### src/rtl/tmr_ivec_pkg.sv
package tmr_ivec_pkg;

    // Vector code for source index idx: channels use 2*(idx+1),
    // the index just above the channels is the timer wrap source.
    function automatic int unsigned src_code(input int unsigned idx,
                                             input int unsigned n_chan,
                                             input int unsigned wrap_code);
        if (idx < n_chan)
            return 2 * (idx + 1);
        else
            return wrap_code;
    endfunction

endpackage

### src/rtl/tmr_ivec_flags.sv
module tmr_ivec_flags #(
    parameter int unsigned NSRC = 5
) (
    input  logic            clk,
    input  logic            rst_n,
    input  logic [NSRC-1:0] set_i,
    input  logic [NSRC-1:0] clr_i,
    output logic [NSRC-1:0] flag_o
);

    typedef struct packed {
        logic [NSRC-1:0] flag;
    } state_t;

    state_t state_d, state_q;

    always_comb begin
        state_d = state_q;
        // a set strobe wins over a clear on the same bit
        state_d.flag = (state_q.flag & ~clr_i) | set_i;
    end

    always_ff @(posedge clk or negedge rst_n) begin
        if (!rst_n)
            state_q <= '0;
        else
            state_q <= state_d;
    end

    assign flag_o = state_q.flag;

    for (genvar g = 0; g < NSRC; g++) begin : g_chk
        assert_rise_needs_set_R2: assert property (
            @(posedge clk) disable iff (!rst_n)
            $rose(flag_o[g]) |-> $past(set_i[g]));

        assert_fall_needs_read_R10: assert property (
            @(posedge clk) disable iff (!rst_n)
            $fell(flag_o[g]) |-> ($past(clr_i[g]) && !$past(set_i[g])));
    end

endmodule

### src/rtl/tmr_ivec_pick.sv
module tmr_ivec_pick
    import tmr_ivec_pkg::*;
#(
    parameter int unsigned N_CHAN    = 4,
    parameter int unsigned WRAP_CODE = 14,
    parameter int unsigned VEC_W     = 4,
    localparam int unsigned NSRC     = N_CHAN + 1
) (
    input  logic             clk,
    input  logic             rst_n,
    input  logic [NSRC-1:0]  req_i,
    input  logic             rd_i,
    output logic [VEC_W-1:0] vec_o,
    output logic [NSRC-1:0]  grant_o,
    output logic [NSRC-1:0]  clr_o
);

    typedef struct packed {
        logic [NSRC-1:0]  grant;
        logic [VEC_W-1:0] vec;
        logic             found;
    } pick_t;

    pick_t pick_d;

    always_comb begin
        pick_d = '0;
        // lowest index holds the highest priority
        for (int i = 0; i < NSRC; i++) begin
            if (req_i[i] && !pick_d.found) begin
                pick_d.grant[i] = 1'b1;
                pick_d.vec      = VEC_W'(src_code(i, N_CHAN, WRAP_CODE));
                pick_d.found    = 1'b1;
            end
        end
    end

    assign vec_o   = pick_d.vec;
    assign grant_o = pick_d.grant;
    assign clr_o   = rd_i ? pick_d.grant : '0;

    assert_single_grant_R4: assert property (
        @(posedge clk) disable iff (!rst_n)
        $onehot0(grant_o));

    assert_grant_only_requested_R5: assert property (
        @(posedge clk) disable iff (!rst_n)
        (grant_o & ~req_i) == '0);

    assert_vec_when_requested_R3: assert property (
        @(posedge clk) disable iff (!rst_n)
        (|req_i) |-> (vec_o != '0));

endmodule

### src/rtl/tmr_ivec_top.sv
module tmr_ivec_top #(
    parameter int unsigned N_CHAN    = 4,
    parameter int unsigned WRAP_CODE = 14,
    localparam int unsigned VEC_W    = $clog2(WRAP_CODE + 1),
    localparam int unsigned NSRC     = N_CHAN + 1
) (
    input  logic              clk,
    input  logic              rst_n,
    input  logic [N_CHAN-1:0] chan_set_i,
    input  logic [N_CHAN-1:0] chan_en_i,
    input  logic              wrap_set_i,
    input  logic              wrap_en_i,
    input  logic              rd_i,
    output logic [VEC_W-1:0]  vec_o,
    output logic              irq_o,
    output logic [N_CHAN-1:0] chan_flag_o,
    output logic              wrap_flag_o
);

    logic [NSRC-1:0] set_all;
    logic [NSRC-1:0] en_all;
    logic [NSRC-1:0] flag_all;
    logic [NSRC-1:0] req_all;
    logic [NSRC-1:0] grant;
    logic [NSRC-1:0] clr_all;

    assign set_all = {wrap_set_i, chan_set_i};
    assign en_all  = {wrap_en_i, chan_en_i};
    assign req_all = flag_all & en_all;

    tmr_ivec_flags #(
        .NSRC (NSRC)
    ) i_flags (
        .clk    (clk),
        .rst_n  (rst_n),
        .set_i  (set_all),
        .clr_i  (clr_all),
        .flag_o (flag_all)
    );

    tmr_ivec_pick #(
        .N_CHAN    (N_CHAN),
        .WRAP_CODE (WRAP_CODE),
        .VEC_W     (VEC_W)
    ) i_pick (
        .clk     (clk),
        .rst_n   (rst_n),
        .req_i   (req_all),
        .rd_i    (rd_i),
        .vec_o   (vec_o),
        .grant_o (grant),
        .clr_o   (clr_all)
    );

    assign irq_o       = (vec_o != '0);
    assign chan_flag_o = flag_all[N_CHAN-1:0];
    assign wrap_flag_o = flag_all[N_CHAN];

    assert_irq_has_source_R9: assert property (
        @(posedge clk) disable iff (!rst_n)
        irq_o |-> (|(flag_all & en_all)));

    assert_idle_read_R7: assert property (
        @(posedge clk) disable iff (!rst_n)
        (rd_i && vec_o == '0 && set_all == '0) |=> $stable(flag_all));

    assert_read_clears_R6: assert property (
        @(posedge clk) disable iff (!rst_n)
        (rd_i && irq_o && ((grant & set_all) == '0))
            |=> ($countones(flag_all) < $countones($past(flag_all))
                 || $past(set_all) != '0));

endmodule

### config.mk
export PLATFORM = sky130hd
export DESIGN_NAME = tmr_ivec_top
export DESIGN_NICKNAME = d
export VERILOG_FILES = /design/src/rtl/tmr_ivec_pkg.sv /design/src/rtl/tmr_ivec_flags.sv /design/src/rtl/tmr_ivec_pick.sv /design/src/rtl/tmr_ivec_top.sv
export SDC_FILE = /design/constraint.sdc
export NUM_CORES = 1
export LEC_CHECK = 0
export ABC_AREA = 1
export BUFFER_PORTS_ARGS = -buffer_cell sky130_fd_sc_hd__buf_2
export CORE_AREA = 2 2 39 41
export CTS_BUF_LIST = sky130_fd_sc_hd__clkbuf_8 sky130_fd_sc_hd__clkbuf_16
export DETAILED_ROUTE_END_ITERATION = 6
export DIE_AREA = 0 0 41 43
export SKIP_CTS_REPAIR_TIMING = 1
export SLEW_MARGIN = 15
export SYNTH_ARGS = -nofsm -noshare
export SYNTH_HDL_FRONTEND = slang
export SYNTH_SLANG_ARGS = --single-unit
### constraint.sdc
create_clock -name clk -period 1.7 [get_ports clk]
set_clock_uncertainty 0.2 [all_clocks]
set_input_delay 0.17 -clock clk [delete_from_list [all_inputs] [get_ports clk]]
set_output_delay 0.17 -clock clk [all_outputs]
set_load 0.005 [all_outputs]
==> results of run 1 <==
## layout make-up
cell class,count,area [µm²]
Clock buffer,3,41.3
Clock inverter,1,3.75
Fill cell,148,858
Inverter,7,26.3
Multi-Input combinational cell,29,144
Sequential cell,5,125
Tap cell,16,20.0
Timing Repair Buffer,27,165
## per-stage QoR
stage | power (mW) | worst slack [ps]
floorplan | 0.168 | 493
global placement | 0.201 | 362
detailed placement | 0.202 | 335
CTS | 0.417 | 98.5
global route | 0.455 | 34.2
finish | 0.420 | 142
## kinds of logic (layout without fill, tap and decap cells)
group	after synthesis	in the layout	synth area share, %
other	1	1	1.25
AND/OR/NAND/NOR	25	25	40.0
flip-flops	5	5	41.7
buffers and inverters	8	38	11.3
AO/OA/AOI/OAI	3	3	5.83
## report_power, final
group          internal (mW)  switching, mW
combinational         0.0411         0.0392
clock                  0.155         0.0557
sequential             0.125        0.00424
## layout by cell type, fill, tap and decap left out, types with 2 or more instances in the layout
cell            n
buf_2          21
inv_1           8
nand3_1         6
dlygate4sd3_1   6
clkbuf_8        3
nand2_1        13
nand2_2         3
o21ai_0         2
dfrtp_1         5
## worst reg2reg max path, delay by kind of cell, from the launching register on
family / cells / cell delay [ps]
flip-flops: 1 / 390
AND/OR/NAND/NOR: 6 / 530
## routing by layer
metal  GRT usage, %  vias up  wire [µm]  share of wire [%]
met4           10.0        0          0                  0
li1               -      186          -                  -
met2           14.7        9        395                 55
met1           9.45      147        290                 40
met5              0        -          0                  0
met3           3.14        0         31                4.3
## path summary, 6_finish.rpt
kind / endpoint / startpoint / cells after the start / slack, ps
worst min-delay path: i_flags.flag_o[0] / chan_en_i[0] / 3 / 50
worst max register to register: i_flags.flag_o[4] / i_flags.flag_o[1] / 6 / 470
worst min register to register: i_flags.flag_o[3] / i_flags.flag_o[3] / 2 / 290
max in group asynchronous: i_flags.flag_o[3] / rst_n / 2 / 1080
worst max-delay path: vec_o[1] / i_flags.flag_o[1] / 6 / 140
min in group asynchronous: i_flags.flag_o[2] / rst_n / 2 / 90
==> impl_results.md, run 1 <==
* Status: finished, final reports clean
* Largest cells by area after synthesis: dfrtp_1, nand2_1, nand3_1, inv_1, nand2_2
* Die H at 43 µm
* Dominant synthesized flop cell: dfrtp_1
* Post-route DRC violation count at 0
* Max VDD drop at between 0.3 and 0.4 mV
* Drt via density at 3.89
* CP Cell Sequence: nand2_1, nand2_2, nor2_4, nand2_2, nand3_1, buf_2
* CTS Buf Count at 3
* Asr flop ratio synth at 100%
* Largest net degree at the start of global routing at 6
* Avg Cell Area, Syn at 7.15 µm²
* Hold Fails Final Rpt at 0
* Share of the synthesized area in the top cell type at 41.7%
* Synth cell count leaders: nand2_1, inv_1, nand3_1
* Row count at 14
* WP data arrival at 1190 ps
* Pleak at 0.292 nW
* Clk buf depth at 2
* Cell mode on critical path: nand2_2
* CTS tree: yes
* Yosys reg bits at 5
* CP delay by family, top: simple AND/OR/NAND/NOR gates
* Register area share after synthesis at 41.7%
* Fraction of layout cells with a size suffix above 1 at 40.3%
* Synth warn at 0
* Placed cell area at 418 µm²
* Max Fanout on Critical Path at 5
* Core area at about 1400 µm²
* Hold crit path type: in -> reg
* Post-route ant nets at 0
* Final net count at 86
* Via count at 342
* Setup Viol. Count Final at 0
* Critical path endpoint category: output port
* CP max stage cell: dfrtp_1
* Synth area leader: dfrtp_1
* H-tree Lvls at 1
* Largest register FFs at 5
* First-pass GRT wire length at ~1100 µm
* Highest clock rate at 0.642 GHz
* Routed len/inst at 8.16 µm
* Diodes inserted at 0
* Dpl hpwl at 598 µm
* CP Class: reg -> out
* Top-count cell post-synth: nand2_1
* RSZ-0062 raised after global routing: false
* Fin cells at ~90
* Setup TNS at 0 ps
* CTS clk-pin slew, worst paths at 30 ps
* Placed Cells at 78
* Initial DRC count at 5
* Max Slew Vio Count at 0
* Clock insertion delay at the later pin of the skew report at around 220 ps
* Vias in the first global route at 311
* CP Launch Type: flop
* Router iterations before antenna repair at 3
* Slowest cell delay on critical path at 390 ps
* Fin util at roughly 38%
* Overflow left after global routing at 0
* Synth-to-layout area growth at 75.0%
* IO Port Bufs at 21
* Initial antenna violation count at 0
* Post-synth EDFFs at 0
* Pwr Density at around 800 nW/µm²
* GRT Total Usage at approximately a tenth
* Required @ worst endpoint at 1330 ps
* # IOs at 23
* Starting Density at 21.7%
* Final min period at 1560 ps
* Sink Count at 5
* Final hold slack at roughly 51 ps
* Die Area at 1760 µm²
* Die X at between 40 and 50 µm
* Max Cap Viol at 0
* Design Area, Final at roughly 530 µm²
* Mapped Area at 300 µm²
* Post-Syn Instances at 42
* Synth Net Count at between 50 and 60
* CTS Root Cell: clkbuf_8
* Total Wirelength at roughly 700 µm
* Crit path buffers/inverters at 1
* Synth cell types at 12
* Fin crit share at 91.7%
* Routability Congestion at between 0.6 and 0.7
Power figures use the tool's default switching activity.
==> run 2: changes to the inputs <==
Settings changed: REMOVE_ABC_BUFFERS set to 1.
Clock period 1.7 ns to 2 ns, I/O delays scaled along.
==> run 2 against run 1 <==
Against the previous run: via count shrank 3.2%; global-route usage decreased by 0.30 points; setup slack improved by 260 ps; utilization is 0.18 points lower; wire length down 5.7%; non-clock buffer count is the same; flip-flop and latch count did not move; die area is the same; sequential power fell by 15%; clock power down 16%; clock-buffer cell count unchanged; register-to-register slack improved by 330 ps; critical path type unchanged; largest cell class unchanged; highest routed layer unchanged.
==> impl_results.md, run 2 (same netlist as run 1, synthesis figures left out) <==
* Commonest non-fill, non-tap cell in the layout: buf_2 (unchanged)
* CTS Root Cell: clkbuf_8 (unchanged)
* Placed Cells at 78 (unchanged)
* CP max stage cell: dfrtp_1 (unchanged)
* Routed len/inst at 7.69 µm (was 8.16 µm)
* Critical path endpoint category: output port (unchanged)
* Post-route DRC violation count at 0 (unchanged)
* Fin crit share at 80.0%
* Required @ worst endpoint at 1600 ps (was 1330 ps)
* Final net count at 86 (unchanged)
* Slowest cell delay on critical path at 390 ps (about the same)
* Sink Count at 5 (unchanged)
* Pleak at 0.291 nW (was 0.292 nW)
* Cell mode on critical path: nand2_1 (was nand2_2)
* Overflow left after global routing at 0 (unchanged)
* Starting Density at 21.7% (unchanged)
* Max VDD drop at 0.280 mV (was 0.353 mV)
* CP Class: reg -> out (unchanged)
* First-pass GRT wire length at 1060 µm (was 1090 µm)
* Routability Congestion at 0.648 (was 0.695)
* CTS Buf Count at 3 (unchanged)
* WP data arrival at 1200 ps (was 1190 ps)
* Max Slew Vio Count at 0 (unchanged)
* Clock insertion delay at the later pin of the skew report at 220 ps (about the same)
* CP Launch Type: flop (unchanged)
* Largest register FFs at 5 (unchanged)
* Setup Viol. Count Final at 0 (unchanged)
* Hold depth at 3 (unchanged)
* Commonest cells after routing, fill and taps aside: buf_2, nand2_1, inv_1 (unchanged)
* H-tree Lvls at 1 (unchanged)
* Core area at 1380 µm² (unchanged)
* Router iterations before antenna repair at 2 (was 3)
* Diodes inserted at 0 (unchanged)
* Die Area at 1760 µm² (unchanged)
* Max Cap Viol at 0 (unchanged)
* # IOs at 23 (unchanged)
* Max Fanout on Critical Path at 5 (unchanged)
* Row count at 14 (unchanged)
* Dpl hpwl at 553 µm (was 598 µm)
* Fraction of layout cells with a size suffix above 1 at 38.9% (was 40.3%)
* Final min period at 1600 ps
* Clk buf depth at 2 (unchanged)
* Highest clock rate at between 0.6 and 0.7 GHz
* IO Port Bufs at 21 (unchanged)
* CTS clk-pin slew, worst paths at 30 ps (about the same)
* Hold Fails Final Rpt at 0 (unchanged)
* Via count at 331 (was 342)
* Die X at 41 µm (unchanged)
* RSZ-0062 raised after global routing: false (unchanged)
* Total Wirelength at 677 µm (was 718 µm)
* Pwr Density at 676 nW/µm² (was 800 nW/µm²)
* Vias in the first global route at 311 (unchanged)
* Largest net degree at the start of global routing at 6 (unchanged)
* Fin cells at 88 (unchanged)
* Reg2Reg Depth at 6 (unchanged)
* Die H at 43 µm (unchanged)
* CP Cell Sequence: nand2_1, nand2_2, nor2_4, nand2_1, nand3_1, buf_2 (was nand2_1, nand2_2, nor2_4, nand2_2, nand3_1, buf_2)
* Drt via density at 3.76 (was 3.89)
* Post-route ant nets at 0 (unchanged)
* Crit path buffers/inverters at 1 (unchanged)
* CP delay by family, top: simple AND/OR/NAND/NOR gates (unchanged)
* Setup TNS at 0 ps (unchanged)
* Initial antenna violation count at 0 (unchanged)
* CTS tree: yes (unchanged)
* Status: finished, final reports clean (unchanged)
* Hold crit path type: in -> reg (unchanged)
* GRT Total Usage at 9.48% (was 9.78%)
* Initial DRC count at 1 (was 5)
* Cell depth of the worst setup path at 6 (unchanged)
* Synth-to-layout area growth at 74.2% (was 75.0%)
[run 2: cell counts in the layout (fill, tap and decap cells not counted)]
Identical to the previous run, type by type.
[run 2: final cells by class]
class,count,area [µm²]
clock buffer,3,41.3
clock inverter,1,3.75
fill,167,861
inverter,7,26.3
multi-input combinational,29,141
sequential,5,125
tap,16,20.0
timing repair buffer,27,165
[run 2: power breakdown]
group          switching, mW  internal [mW]
clock                 0.0453          0.131
sequential           0.00371          0.107
combinational         0.0322         0.0347
total                 0.0812          0.272
[run 2: final timing paths]
kind	endpoint	start	slack, ps
min in group asynchronous	i_flags.flag_o[2]	rst_n	130
worst max-delay path	vec_o[1]	i_flags.flag_o[1]	400
worst min register to register	i_flags.flag_o[3]	i_flags.flag_o[3]	290
worst max register to register	i_flags.flag_o[4]	i_flags.flag_o[1]	800
worst min-delay path	i_flags.flag_o[0]	chan_en_i[0]	80
max in group asynchronous	i_flags.flag_o[0]	rst_n	1340
[run 2: metal layers]
metal / vias up / wire length [µm] / track usage [%]
met4: 0 / 0 / 10.0
met3: 0 / 42 / 3.14
met1: 135 / 279 / 9.77
met5: - / 0 / 0
li1: 186 / - / -
met2: 10 / 354 / 13.4
[run 2: stage by stage]
step                      hold slack, ps  total power [mW]  util, %  worst slack [ps]  cell area [µm²]
final                               81.6             0.354     37.8               400              523
after global routing                 105             0.383     37.8               290              523
after CTS                           -415             0.354     33.5               379              463
after detailed placement            -182             0.170     30.2               611              418
after global placement              -183             0.171     30.2               646              418
after floorplan                     -296             0.141        -               763              293
[run 2: worst min-delay path: cells and delay by family]
family / cells / cell delay (ps)
buffers and inverters: 1 / 110
and+or+nand+nor: 1 / 60
AOI/OAI and AO/OA: 1 / 100
==> run 3: changes to the inputs <==
Settings changed: ABC_AREA 1 to 0.
Clock period 2 ns to 1.5 ns, I/O delays scaled along.
==> run 3 against run 2 <==
Against the previous run: via count fell by 2.1%; design area fell by 1.9%; wire length rose by 18%; die area did not move; sequential power rose by 35%; register-to-register slack got worse by 440 ps; final cell count fell by 15%; synthesized cell count fell by 31%; non-clock buffer count did not move; sequential share of layout area rose by 0.47 points; worst hold slack got worse by 52 ps; critical endpoint is now vec_o[2]; largest cell class unchanged.
==> impl_results.md, run 3 <==
* Status: finished, final reports clean (unchanged)
* Max Fanout on Critical Path at 4 (was 5)
* Fraction of layout cells with a size suffix above 1 at 49.2% (was 38.9%)
* Total Wirelength at 800 µm (was 677 µm)
* # fillers at 158 (was 167)
* Highest clock rate at a little under 0.7 GHz
* RSZ-0062 raised after global routing: true (was false)
* Commonest cells after routing, fill and taps aside: buf_2, dlygate4sd3_1, dfrtp_1 (was buf_2, nand2_1, inv_1)
* Metal2 WL at 415 µm (was 354 µm)
* Routability Congestion at 0.643 (was 0.648)
* Initial DRC count at 0 (was 1)
* Metal1 wirelength at 337 µm (was 279 µm)
* Core area at 1380 µm² (unchanged)
* Final min period at 1440 ps
* Routed len/inst at 10.7 µm (was 7.69 µm)
* Post-route DRC violation count at 0 (unchanged)
* Yosys reg bits at 5 (unchanged)
* GRT Total Usage at 8.80% (was 9.48%)
* First-pass GRT wire length at 1010 µm (was 1060 µm)
* Post-Syn Instances at 29 (was 42)
* Post-route ant nets at 0 (unchanged)
* Diodes inserted at 0 (unchanged)
* Place WS at 248 ps (was 611 ps)
* Fin crit share at a little over nine tenths
* Synth-to-layout area growth at 83.0% (was 74.2%)
* Vias in the first global route at 251 (was 311)
* Synth cell count leaders: dfrtp_1, a21o_1, nand2_1 (was nand2_1, inv_1, nand3_1)
* Clk buf depth at 2 (unchanged)
* CP Launch Type: flop (unchanged)
* Overflow left after global routing at 0 (unchanged)
* Pwr Density at 915 nW/µm² (was 676 nW/µm²)
* CP max stage cell: dfrtp_1 (unchanged)
* Largest net degree at the start of global routing at 7 (was 6)
* CP Cell Sequence: nand2_2, a32oi_2, a21boi_1, buf_2 (was nand2_1, nand2_2, nor2_4, nand2_1, nand3_1, buf_2)
* Via count at 324 (was 331)
* Dominant synthesized flop cell: dfrtp_1 (unchanged)
* Die X at 41 µm (unchanged)
* Die H at 43 µm (unchanged)
* Final net count at 73 (was 86)
* Slowest cell delay on critical path at 380 ps (was 390 ps)
* Top-count cell post-synth: dfrtp_1 (was nand2_1)
* Hold crit path type: in -> reg (unchanged)
* Commonest non-fill, non-tap cell in the layout: buf_2 (unchanged)
* WP data arrival at 1090 ps (was 1200 ps)
* Largest register FFs at 5 (unchanged)
* Mapped Area at 280 µm² (was 300 µm²)
* CTS Buf Count at 3 (unchanged)
* Design Area, Final at 513 µm² (was 523 µm²)
* CTS Root Cell: clkbuf_8 (unchanged)
* Hold Fails Final Rpt at 0 (unchanged)
* Crit path setup slack, layout at 59.3 ps (was 400 ps)
* Avg Cell Area, Syn at 9.66 µm² (was 7.15 µm²)
* Sink Count at 5 (unchanged)
* Row count at 14 (unchanged)
* CP Class: reg -> out (unchanged)
* IO Port Bufs at 21 (unchanged)
* Die Area at 1760 µm² (unchanged)
* Required @ worst endpoint at 1150 ps (was 1600 ps)
* Post-synth EDFFs at 0 (unchanged)
* Placed cell area at 398 µm² (was 418 µm²)
* Share of the synthesized area in the top cell type at 44.6% (was 41.7%)
* Router iterations before antenna repair at 1 (was 2)
* Max VDD drop at 0.553 mV (was 0.280 mV)
* Max Cap Viol at 0 (unchanged)
* Drt via density at 4.32 (was 3.76)
* Synth warn at 0 (unchanged)
* Asr flop ratio synth at 100% (unchanged)
* Largest cells by area after synthesis: dfrtp_1, a21o_1, o22a_1, nand2_2, nand4_1 (was dfrtp_1, nand2_1, nand3_1, inv_1, nand2_2)
* Synth cell types at 18 (was 12)
* CTS tree: yes (unchanged)
* Initial antenna violation count at 0 (unchanged)
* Met3 wire len at 47 µm (was 42 µm)
* Pleak at 0.233 nW (was 0.291 nW)
* Setup Viol. Count Final at 0 (unchanged)
* Dpl hpwl at 611 µm (was 553 µm)
* Tot Pwr at 470 µW (was 354 µW)
* Starting Density at 20.3% (was 21.7%)
* H-tree Lvls at 1 (unchanged)
* Register area share after synthesis at 44.6% (was 41.7%)
* CTS clk-pin slew, worst paths at 30 ps (about the same)
* Clock insertion delay at the later pin of the skew report at 210 ps (was 220 ps)
* Synth area leader: dfrtp_1 (unchanged)
* # IOs at 23 (unchanged)
* Critical path endpoint category: output port (unchanged)
* Max Slew Vio Count at 0 (unchanged)
* Max Used Layer: met3 (unchanged)
[run 3: cell count changes after synthesis]
cell,change
o22a_1,+2
nand4_1,+2
a21boi_1,+1
a32oi_1,+1
inv_1,-6
nand2_1,-11
a21o_1,+2
nand3b_1,+1
o21ai_0,-2
nand3_1,-5
a22oi_1,+1
nand4b_1,+1
nor2_4,-1
o21ai_1,+1
[run 3: final cells by class]
| type | count | area, µm² | area share [%] |
|---|---|---|---|
| clock inverter | 1 | 3.75 | 0.732 |
| tap | 16 | 20.0 | 3.90 |
| multi-input combinational | 22 | 154 | 30.0 |
| clock buffer | 3 | 41.3 | 8.05 |
| timing repair buffer | 27 | 165 | 32.2 |
| sequential | 5 | 125 | 24.4 |
| inverter | 1 | 3.75 | 0.732 |
[run 3: metal layers]
layer  GRT usage (%)  up-vias
met5               0        -
met4            6.00        0
met3            3.14        0
met2            12.8       10
met1            10.2      148
li1                -      166
[run 3: critical path: cells and delay by family, from the launching register on]
family	cells	cell delay (ps)
flops	1	380
simple gates	1	80
compound gates	2	290
buf+inv	1	130
[run 3: worst paths after layout]
path	start	to	slack (ps)	depth (start not counted)
min reg2reg	i_flags.flag_o[0]	i_flags.flag_o[0]	320	1
max reg2reg	i_flags.flag_o[0]	i_flags.flag_o[3]	360	3
max	i_flags.flag_o[3]	vec_o[2]	60	4
max in group asynchronous	rst_n	i_flags.flag_o[3]	890	2
min in group asynchronous	rst_n	i_flags.flag_o[2]	80	2
min	chan_en_i[0]	i_flags.flag_o[0]	30	3
[run 3: cells by family (layout without fill, tap and decap cells)]
group	count (synthesis)	after routing	synth area share (%)
buffers and inverters	2	32	4.02
DFF	5	5	44.6
other	1	1	1.34
and+or+nand+nor	12	12	25.4
AOI/OAI and AO/OA	9	9	24.6
[run 3: where the power goes]
group | total (mW) | internal (mW) | switching, mW | leakage [nW]
clock network | 0.233 | 0.175 | 0.0582 | 0.0269
registers | 0.148 | 0.142 | 0.00624 | 0.0469
logic | 0.0882 | 0.0479 | 0.0403 | 0.159
total | 0.470 | 0.365 | 0.105 | 0.233
[run 3: per-stage QoR]
stage | util, % | hold slack [ps] | std cells | TNS (ps)
detailed placement | 28.8 | -228 | 65 | 0
floorplan | - | -346 | 28 | 0
global route | 37.1 | 51.7 | 75 | -16.4
finish | 37.1 | 29.9 | 75 | 0
global placement | 28.8 | -231 | 65 | 0
CTS | 32.0 | -457 | 69 | 0
